## src/rtl/vec_irq_pkg.sv

```systemverilog
package vec_irq_pkg;
  localparam int unsigned NSRC     = 5;
  localparam int unsigned DW       = 8;
  localparam int unsigned AW       = 8;
  localparam int unsigned VEC_BASE = 4;
  localparam int unsigned VEC_STEP = 4;
  localparam logic [AW-1:0] ADDR_CTL0 = 8'h0B;
  localparam logic [AW-1:0] ADDR_CTL1 = 8'h1E;

  typedef enum logic [2:0] {
    SRC_EXT  = 3'd0,
    SRC_TMR0 = 3'd1,
    SRC_TMR1 = 3'd2,
    SRC_RTC  = 3'd3,
    SRC_DIAL = 3'd4
  } src_e;
endpackage

```

## src/rtl/vec_irq_fall_det.sv

```systemverilog
module vec_irq_fall_det #(
  parameter int unsigned STAGES = 2
) (
  input  logic clk_i,
  input  logic rst_ni,
  input  logic pin_i,
  output logic fall_o
);
  localparam int unsigned W = STAGES + 1;
  logic [W-1:0] sh_q;

  // idle-high reset so no edge is seen right after reset
  always_ff @(posedge clk_i or negedge rst_ni) begin
    if (!rst_ni) sh_q <= '1;
    else         sh_q <= {sh_q[W-2:0], pin_i};
  end

  assign fall_o = sh_q[W-1] & ~sh_q[W-2];
endmodule

```

## src/rtl/vec_irq_flag_cell.sv

```systemverilog
module vec_irq_flag_cell (
  input  logic clk_i,
  input  logic rst_ni,
  input  logic hw_set_i,
  input  logic ack_clr_i,
  input  logic sw_we_i,
  input  logic sw_val_i,
  output logic flag_o
);
  logic flag_q;

  // hw set > ack clear > sw write
  always_ff @(posedge clk_i or negedge rst_ni) begin
    if (!rst_ni)        flag_q <= 1'b0;
    else if (hw_set_i)  flag_q <= 1'b1;
    else if (ack_clr_i) flag_q <= 1'b0;
    else if (sw_we_i)   flag_q <= sw_val_i;
  end

  assign flag_o = flag_q;
endmodule

```

## src/rtl/vec_irq_prio_pick.sv

```systemverilog
module vec_irq_prio_pick #(
  parameter int unsigned N        = 5,
  parameter int unsigned VW       = 8,
  parameter int unsigned VEC_BASE = 4,
  parameter int unsigned VEC_STEP = 4
) (
  input  logic [N-1:0]  cand_i,
  output logic          any_o,
  output logic [N-1:0]  grant_o,
  output logic [VW-1:0] vec_o
);
  always_comb begin
    grant_o = '0;
    vec_o   = '0;
    // walk from lowest priority up so index 0 wins last
    for (int i = N - 1; i >= 0; i--) begin
      if (cand_i[i]) begin
        grant_o = '0;
        grant_o[i] = 1'b1;
        vec_o = VW'(VEC_BASE + VEC_STEP * i);
      end
    end
  end

  assign any_o = |cand_i;
endmodule

```

## src/rtl/vec_irq_ctrl.sv

```systemverilog
module vec_irq_ctrl
  import vec_irq_pkg::*;
#(
  parameter int unsigned SYNC_STAGES = 2
) (
  input  logic          clk_i,
  input  logic          rst_ni,
  input  logic          ext_pin_i,
  input  logic          tmr0_ovf_i,
  input  logic          tmr1_ovf_i,
  input  logic          rtc_evt_i,
  input  logic          dial_evt_i,
  input  logic          stack_full_i,
  input  logic          reg_we_i,
  input  logic [AW-1:0] reg_addr_i,
  input  logic [DW-1:0] reg_wdata_i,
  output logic [DW-1:0] reg_rdata_o,
  output logic          irq_req_o,
  output logic [DW-1:0] irq_vec_o,
  input  logic          irq_ack_i,
  output logic          wake_o
);
  logic            gie_q;
  logic [NSRC-1:0] en_q;
  logic [NSRC-1:0] flag_q;
  logic [NSRC-1:0] hw_set;
  logic [NSRC-1:0] sw_we;
  logic [NSRC-1:0] sw_val;
  logic [NSRC-1:0] en_we;
  logic [NSRC-1:0] en_val;
  logic [NSRC-1:0] grant;
  logic [NSRC-1:0] cand;
  logic            any_cand;
  logic            ext_fall;
  logic            we0, we1, take;
  logic [DW-1:0]   pick_vec;

  assign we0 = reg_we_i && (reg_addr_i == ADDR_CTL0);
  assign we1 = reg_we_i && (reg_addr_i == ADDR_CTL1);

  vec_irq_fall_det #(.STAGES(SYNC_STAGES)) u_fall (
    .clk_i  (clk_i),
    .rst_ni (rst_ni),
    .pin_i  (ext_pin_i),
    .fall_o (ext_fall)
  );

  assign hw_set = {dial_evt_i, rtc_evt_i, tmr1_ovf_i, tmr0_ovf_i, ext_fall};

  // register bit map per source
  always_comb begin
    sw_we  = '0; sw_val = '0;
    en_we  = '0; en_val = '0;
    for (int i = 0; i < 3; i++) begin
      en_we[i]  = we0;
      en_val[i] = reg_wdata_i[1+i];
      sw_we[i]  = we0;
      sw_val[i] = reg_wdata_i[4+i];
    end
    for (int i = 3; i < NSRC; i++) begin
      en_we[i]  = we1;
      en_val[i] = reg_wdata_i[i-2];
      sw_we[i]  = we1;
      sw_val[i] = reg_wdata_i[i+2];
    end
  end

  always_ff @(posedge clk_i or negedge rst_ni) begin
    if (!rst_ni) begin
      gie_q <= 1'b0;
      en_q  <= '0;
    end else begin
      if (take)     gie_q <= 1'b0;
      else if (we0) gie_q <= reg_wdata_i[0];
      for (int i = 0; i < NSRC; i++)
        if (en_we[i]) en_q[i] <= en_val[i];
    end
  end

  for (genvar g = 0; g < NSRC; g++) begin : g_flag
    vec_irq_flag_cell u_cell (
      .clk_i     (clk_i),
      .rst_ni    (rst_ni),
      .hw_set_i  (hw_set[g]),
      .ack_clr_i (take & grant[g]),
      .sw_we_i   (sw_we[g]),
      .sw_val_i  (sw_val[g]),
      .flag_o    (flag_q[g])
    );
  end

  assign cand = en_q & flag_q;

  vec_irq_prio_pick #(
    .N(NSRC), .VW(DW), .VEC_BASE(VEC_BASE), .VEC_STEP(VEC_STEP)
  ) u_pick (
    .cand_i  (cand),
    .any_o   (any_cand),
    .grant_o (grant),
    .vec_o   (pick_vec)
  );

  assign irq_req_o = gie_q & ~stack_full_i & any_cand;
  assign irq_vec_o = irq_req_o ? pick_vec : '0;
  assign take      = irq_ack_i & irq_req_o;
  assign wake_o    = any_cand;

  always_comb begin
    unique case (reg_addr_i)
      ADDR_CTL0: reg_rdata_o = {1'b0, flag_q[2:0], en_q[2:0], gie_q};
      ADDR_CTL1: reg_rdata_o = {1'b0, flag_q[4:3], 2'b00, en_q[4:3], 1'b0};
      default:   reg_rdata_o = '0;
    endcase
  end
endmodule

```

## config.mk

```make
export PLATFORM = sky130hd
export DESIGN_NAME = vec_irq_ctrl
export DESIGN_NICKNAME = d
export VERILOG_FILES = /design/src/rtl/vec_irq_pkg.sv /design/src/rtl/vec_irq_fall_det.sv /design/src/rtl/vec_irq_flag_cell.sv /design/src/rtl/vec_irq_prio_pick.sv /design/src/rtl/vec_irq_ctrl.sv
export SDC_FILE = /design/constraint.sdc
export NUM_CORES = 1
export LEC_CHECK = 0
export ABC_CLOCK_PERIOD_IN_PS = 4700
export BUFFER_PORTS_ARGS = -buffer_cell sky130_fd_sc_hd__buf_2
export CAP_MARGIN = 20
export CORE_MARGIN = 8
export CORE_UTILIZATION = 25
export CTS_BUF_LIST = sky130_fd_sc_hd__clkbuf_8
export DETAILED_ROUTE_END_ITERATION = 8
export SETUP_SLACK_MARGIN = 0.1
export SLEW_MARGIN = 10
export SYNTH_ARGS = -nofsm -noshare
export SYNTH_HDL_FRONTEND = slang
export SYNTH_SLANG_ARGS = --single-unit
```

## constraint.sdc

```tcl
create_clock -name clk_i -period 4.7 [get_ports clk_i]
set_input_delay 0.705 -clock clk_i [delete_from_list [all_inputs] [get_ports clk_i]]
set_output_delay 0.705 -clock clk_i [all_outputs]
set_load 0.01 [all_outputs]
```

Word level (Yosys, flattened, before mapping)
Index checks and enable logic that the tools add are counted.

Input port bits: 26. Register bits after elaboration: 14. Output and inout bits: 18. Word-level logic and storage cells: 61.

Bitwise gates (word level): 12. Eq/ne operators: 2. Reduce and logical (&&, ||, !) cells: 9. Mux-type cells: 29.

Operators with widths (count): $mux 5 (10); $mux 1 (17); $reduce_bool 3->1 (5); $pmux 7 s2 (1); $and 1x1->1 (9); $eq 8x4->1 const B (1); $eq 8x5->1 const B (1); $mux 8 (1); $and 5x5->5 (1); $reduce_or 5->1 (1); $logic_and 1x1->1 (2); $not 1->1 (2); $reduce_bool 2->1 (1).

Logic depth before layout (Yosys ltp)
Gate-level depths: netlist of the first run.

Word-level depth: 9. Gate-level depth with buffers: 5. Mapped depth without buffers: 4.

By module
Synthesis of the first run repeated with hierarchy kept, for this count alone.

Cell total of the unflattened synthesis: 95. Area, all modules: 949.7 sq um.

By module, submodules not included: vec_irq_ctrl (area an instance 521.8 sq um, times used 1, sequential area each 150.1 sq um, cells each 56); vec_irq_flag_cell (area an instance 42.5 sq um, times used 5, sequential area each 25.0 sq um, cells each 3); vec_irq_prio_pick (area an instance 122.6 sq um, times used 1, sequential area each 0.0 sq um, cells each 20); vec_irq_fall_det (area an instance 92.6 sq um, times used 1, sequential area each 78.8 sq um, cells each 4).

Least setup slack after synthesis of the first run
OpenSTA, ideal clock, no wires.

Path type: in2out. Start: input reg_addr_i[5]. End: output reg_rdata_o[0]. Stages on the path: 3. Slack: 2.530 ns. Data required time: 3.995 ns. Arrival: 1.465 ns. Buffers on the path: 0. Path through: nor4b_4 -> and2_1 -> and3_2.

Cells in the longest elaborated chain, start to end: 2. Elaborated cells between the ends (all ways): 3. Classes of those cells: 2 x eq/ne; 1 x mux.

Ends and longest elaborated chain: from (decl) (line vec_irq_ctrl.sv:15) `input logic [AW-1:0] reg_addr_i,`; $eq 8x5->1 or $eq 8x4->1 (tied branches) (line vec_irq_ctrl.sv:109) `unique case (reg_addr_i)`; $pmux 7 s2 * (line vec_irq_ctrl.sv:109); to (decl) (line vec_irq_ctrl.sv:17) `output logic [DW-1:0] reg_rdata_o,`.

Every way passes the cells marked *; elsewhere a longest branch is shown, timed or not.

Worst setup path in the final report of the first run
Ends and elaborated chain as after synthesis.

==> results.cfg, run 1 <==
[run_status]
outcome = finished, final reports clean

[pwr]
p_leak_nw = 0.570
totalPowerFinal_mw = 0.284
ir_drop_mv = 0.120
powerDensity_mw_per_mm2 = 250

[die]
start_util = 0.261
fp.coreArea_mm2 = 0.00334
die_h_um = 75.1
dieWidth_um = 75.1
row_count = 21
dieArea_mm2 = 0.00563
num_io_pins = 44

[cts]
post_cts_resized = 0
cts-htree-levels = 1
clk_pin_slew_ns = 0.06
cts.sinks = 14
clk_latency_ns = 0.25
post_cts_buffers = 0
clockBufferDepth = 2
numCtsBuffers = 3
cts_root_buffer = clkbuf_8
cts_hold_buffers = 0
cts_tree = built

[sta]
slew_viol_final = 0
fmax_mhz = 404
setup_tns_ns = 0
finalClockSkew_ns = 0.00154
setup_viol_count_final = 0
finalCritPeriodShare = 0.526
fin_ws_ns = 2.23
rsz0062_at_grt = no
min_period_ns = 2.47
finalHoldViolCount = 0

[routing]
first_pass_iters = 4
ant_nets = 0
wl_per_cell_um = 14.1
vias = 784
drt_drc_violations_left = 0
routed_wl_um = 2400
dr.first_iter.drc_count = 21
vias_per_cell = 4.61

[place]
dp_slack_ns = 2.22
globalplace.congestion = 0.788
hpwl_um = 2000
portBuffers = 36

[final_layout]
drive_above_1_share = 0.468
post-route-util = 0.340
fillers = 358
regArea_um2 = 354
areaGrowthSynthToFinish_pct = 30.0
nets = 151
antenna_cells = 0
multi_input_area_um2 = 483

[setup_path]
reg2reg_from = en_q[1]$_DFFE_PN0P_
path_max_fanout = 5
ff2ff_setup_slack_ns = 3.11
reg2reg_to = g_flag[4].u_cell.flag_o$_DFFE_PN0P_
worstSetupPathType = input port to output port
end_kind = output port
reg2reg_depth = 4
timing.critical_path.arrival_ns = 1.77
start_kind = input port
required_ns = 3.99

[yosys]
postSynth.asyncResetShare = 1.00
post-synth-top-area-cell = dfrtp_1
syn_avg_cell_area_um2 = 10.1
synthTopCellsByArea = dfrtp_1 32%, dfstp_2 9.0%, mux2_2 6.5%
synth_area_um2 = 872
synth.yosys.seq_area_share = 0.406
ys_ff_latch = 14
synth-main-ff-cell = dfrtp_1
synth_top_area_share = 0.316
synth_cells = 86
synth_edf_count = 0
yosys_warnings = 0
yosysUniqueCellTypes = 36

[grt]
antenna_found_initial = 0
grt_pass1_vias = 866
grt_max_degree = 15
grt.total_usage = 0.0910
grt-ovfl-total = 0
grt_pass1_wl_um = 3750

[worst_hold_path]
hp-class = input port to async pin

[flow_run]
maxCapViolCount = 0
[cells in the final DEF, fill, tap and decap left out, types with 2 or more instances in the layout]
master	n
nor3_1	3
nand2_1	10
mux2_2	5
nor2_1	7
dfstp_2	3
and3_1	3
clkbuf_8	4
nand4_2	2
conb_1	6
mux2i_1	3
buf_2	36
nand3_1	3
dfrtp_1	11
a22oi_1	6
[critical path: stages]
cell and delay, ns:
buf_2 0.11, nor4b_4 0.38, and2_1 0.26, and3_2 0.19, buf_2 0.12
[worst max-delay path by stage]
stage | from | endpoint | slack, ns | cells past startpoint
2_1_floorplan | reg_addr_i[5] | reg_rdata_o[0] | 2.53 | 3
3_3_place_gp | reg_addr_i[5] | reg_rdata_o[0] | 2.23 | 5
3_5_place_dp | reg_addr_i[5] | reg_rdata_o[0] | 2.22 | 5
4_1_cts | reg_addr_i[5] | reg_rdata_o[0] | 2.21 | 5
5_1_grt | reg_addr_i[5] | reg_rdata_o[0] | 2.15 | 5
6_report | reg_addr_i[5] | reg_rdata_o[0] | 2.23 | 5
[Yosys cell counts (2+ instances only)]
| library cell | instances |
|---|---|
| a22oi_1 | 6 |
| and3_1 | 3 |
| buf_4 | 6 |
| dfrtp_1 | 11 |
| dfstp_2 | 3 |
| mux2_2 | 5 |
| mux2i_1 | 3 |
| nand2_1 | 10 |
| nand3_1 | 3 |
| nand4_2 | 2 |
| nor2_1 | 7 |
| nor3_1 | 3 |
[power by group]
part	internal [mW]	switching [mW]	total [mW]
Combinational	0.0166	0.0211	0.0377
Sequential	0.126	0.00321	0.129
Clock	0.0743	0.0430	0.117
Total	0.217	0.0673	0.284
[cell families (layout without fill, tap and decap cells)]
kind of cell,Yosys count,in the layout,synth area share
flip-flops,14,14,0.406
AND/OR/NAND/NOR,42,42,0.317
AO/OA/AOI/OAI,13,13,0.112
buffers and inverters,8,41,0.0617
multiplexers,8,8,0.0990
other,1,6,0.00430
[area by class of cell]
class / instances / share of cell area
Clock buffer: 4 / 0.0486
Inverter: 1 / 0.00331
Multi-Input combinational cell: 69 / 0.426
Sequential cell: 14 / 0.312
Tap cell: 46 / 0.0508
Timing Repair Buffer: 36 / 0.159
[per-layer routing]
| metal | GRT usage | vias to the layer above | share of wire |
|---|---|---|---|
| met5 | 0 | - | 0 |
| met4 | 0.0652 | 0 | 0.027 |
| met3 | 0.0320 | 5 | 0.11 |
| met2 | 0.148 | 35 | 0.47 |
| met1 | 0.0957 | 359 | 0.40 |
| li1 | - | 385 | - |
[through the flow]
step                hold WS (ns)  instances  area (um^2)
detailed placement         0.348        166         1080
finish                     0.338        170         1130
global route               0.363        170         1130
floorplan                  0.345         91          891
CTS                        0.344        170         1130
global placement           0.347        166         1080
[state kept, by name, summed over array words and instances (netlist names)]
| register | flops |
|---|---|
| g_flag.u_cell.flag_o | 5 |
| en_q | 5 |
| u_fall.sh_q | 3 |
| gie_q | 1 |
(Power assumes the default switching activity.)
==> inputs of run 2 (changes only) <==
--- a/config.mk
+++ b/config.mk
@@ -5,7 +5,7 @@
 export SDC_FILE = /design/constraint.sdc
 export NUM_CORES = 1
 export LEC_CHECK = 0
-export ABC_CLOCK_PERIOD_IN_PS = 4700
+export ABC_CLOCK_PERIOD_IN_PS = 2150
 export BUFFER_PORTS_ARGS = -buffer_cell sky130_fd_sc_hd__buf_2
 export CAP_MARGIN = 20
 export CORE_MARGIN = 8
==> constraint.sdc (replaced) <==
create_clock -name clk_i -period 2.15 [get_ports clk_i]
set_input_delay 0.3225 -clock clk_i [delete_from_list [all_inputs] [get_ports clk_i]]
set_output_delay 0.3225 -clock clk_i [all_outputs]
set_load 0.01 [all_outputs]
==> run 2 against run 1 <==
Compared with the run above: global-route usage barely moved; non-clock buffer count rose by 1; register-to-register slack got worse by 2.5 ns.
==> results.cfg, run 2 (same netlist as run 1, synthesis figures left out) <==
[run_status]
outcome = finished, final reports clean

[routing]
wl_per_cell_um = 14.1
first_pass_iters = 4
vias_per_cell = 4.58
vias = 783
drt_drc_violations_left = 0
dr.first_iter.drc_count = 22
routed_wl_um = 2410
ant_nets = 0

[pwr]
p_leak_nw = 0.574
powerDensity_mw_per_mm2 = 543
totalPowerFinal_mw = 0.621
ir_drop_mv = 0.320

[cts]
clockBufferDepth = 2
post_cts_resized = 0
cts-htree-levels = 1
cts_tree = built
clk_pin_slew_ns = 0.06
cts_root_buffer = clkbuf_8
clk_latency_ns = 0.25
cts.sinks = 14
numCtsBuffers = 3

[place]
dp_cells = 166
dp_slack_ns = 0.440
globalplace.congestion = 0.789
portBuffers = 36
hpwl_um = 2000

[sta]
fmax_mhz = 534
rsz0062_at_grt = no
fin_ws_ns = 0.279
finalCritPeriodShare = 0.870
setup_viol_count_final = 0
finalHoldViolCount = 0
finalClockSkew_ns = 0.000545
setup_tns_ns = 0
slew_viol_final = 0
min_period_ns = 1.87

[setup_path]
worstSetupPathType = register to output port
cp_top_family = flip-flops
required_ns = 1.83
reg2reg_to = g_flag[4].u_cell.flag_o$_DFFE_PN0P_
path_max_fanout = 4
end_kind = output port
cp_cell_sequence = a22oi_1, nand3_1, and2_2, a21boi_0, buf_2
ff2ff_setup_slack_ns = 0.57
cp-endpoint = irq_vec_o[2]
reg2reg_depth = 4
timing.critical_path.arrival_ns = 1.55
reg2reg_from = en_q[1]$_DFFE_PN0P_
crit_start = en_q[3]$_DFFE_PN0P_
start_kind = register
cpPeakStageDelay_ns = 0.41
cp.buffers_inverters = 1
path_depth = 5
cp_slowest_cell = dfrtp_1

[grt]
grt_pass1_vias = 885
grt_pass1_wl_um = 3880
grt.total_usage = 0.0913
grt_max_degree = 15
antenna_found_initial = 0
grt-ovfl-total = 0

[final_layout]
areaGrowthSynthToFinish_pct = 31.1
finalNonFillerCells = 171
layout_common_cells = 36 x buf_2, 11 x dfrtp_1, 10 x nand2_1, 7 x nor2_1
drive_above_1_share = 0.464
nets = 152
antenna_cells = 0
fillers = 356
final_common_cell = buf_2

[die]
dieArea_mm2 = 0.00563
fp.coreArea_mm2 = 0.00334
dieWidth_um = 75.1
num_io_pins = 44
row_count = 21
die_h_um = 75.1
start_util = 0.261

[flow_run]
maxCapViolCount = 0

[worst_hold_path]
hp-class = input port to register
run 2: cell types whose count changed in the layout (fill, tap and decap cells not counted):
cell	change
dlygate4sd3_1	+1
run 2: repair_timing:
| item | CTS | global route |
|---|---|---|
| buffers inserted | 0 | 0 |
| hold buffers | 1 | 0 |
| endpoints found under the hold margin | 11 | 0 |
run 2: worst min-delay path by stage:
stage,start,end,cells past startpoint
final,ext_pin_i,u_fall.sh_q[0]$_DFF_PN1_,1
after global routing,ext_pin_i,u_fall.sh_q[0]$_DFF_PN1_,1
after CTS,ext_pin_i,u_fall.sh_q[0]$_DFF_PN1_,1
after detailed placement,rst_ni,g_flag[1].u_cell.flag_o$_DFFE_PN0P_,1
after global placement,rst_ni,gie_q$_DFFE_PN0P_,1
after floorplan,rst_ni,en_q[0]$_DFFE_PN0P_,0
run 2: final cells by class:
class	count	area, um^2	share of cell area
multi-input cells	69	483	0.422
flip-flops and latches	14	354	0.310
repair buffers	37	190	0.166
well taps	46	57.6	0.0503
clock buffers	4	55.1	0.0481
inverters	1	3.75	0.00328
run 2: metrics by stage:
stage	hold slack, ns	area (um^2)	util
floorplan	0.0269	891	-
global placement	0.229	1080	0.323
detailed placement	0.236	1080	0.323
CTS	0.167	1140	0.343
global route	0.159	1140	0.343
finish	0.171	1140	0.343
run 2: layer usage:
layer,vias up,wire (um),GRT usage
met2,35,1110,0.149
met1,361,1010,0.100
met5,-,0,0
met4,0,27,0.0413
li1,383,-,-
met3,4,255,0.0386
run 2: power by group:
group	internal, mW	leakage, nW	switching, mW	total [mW]
registers	0.275	0.158	0.00733	0.282
logic	0.0375	0.387	0.0461	0.0836
clock network	0.162	0.0288	0.0934	0.256
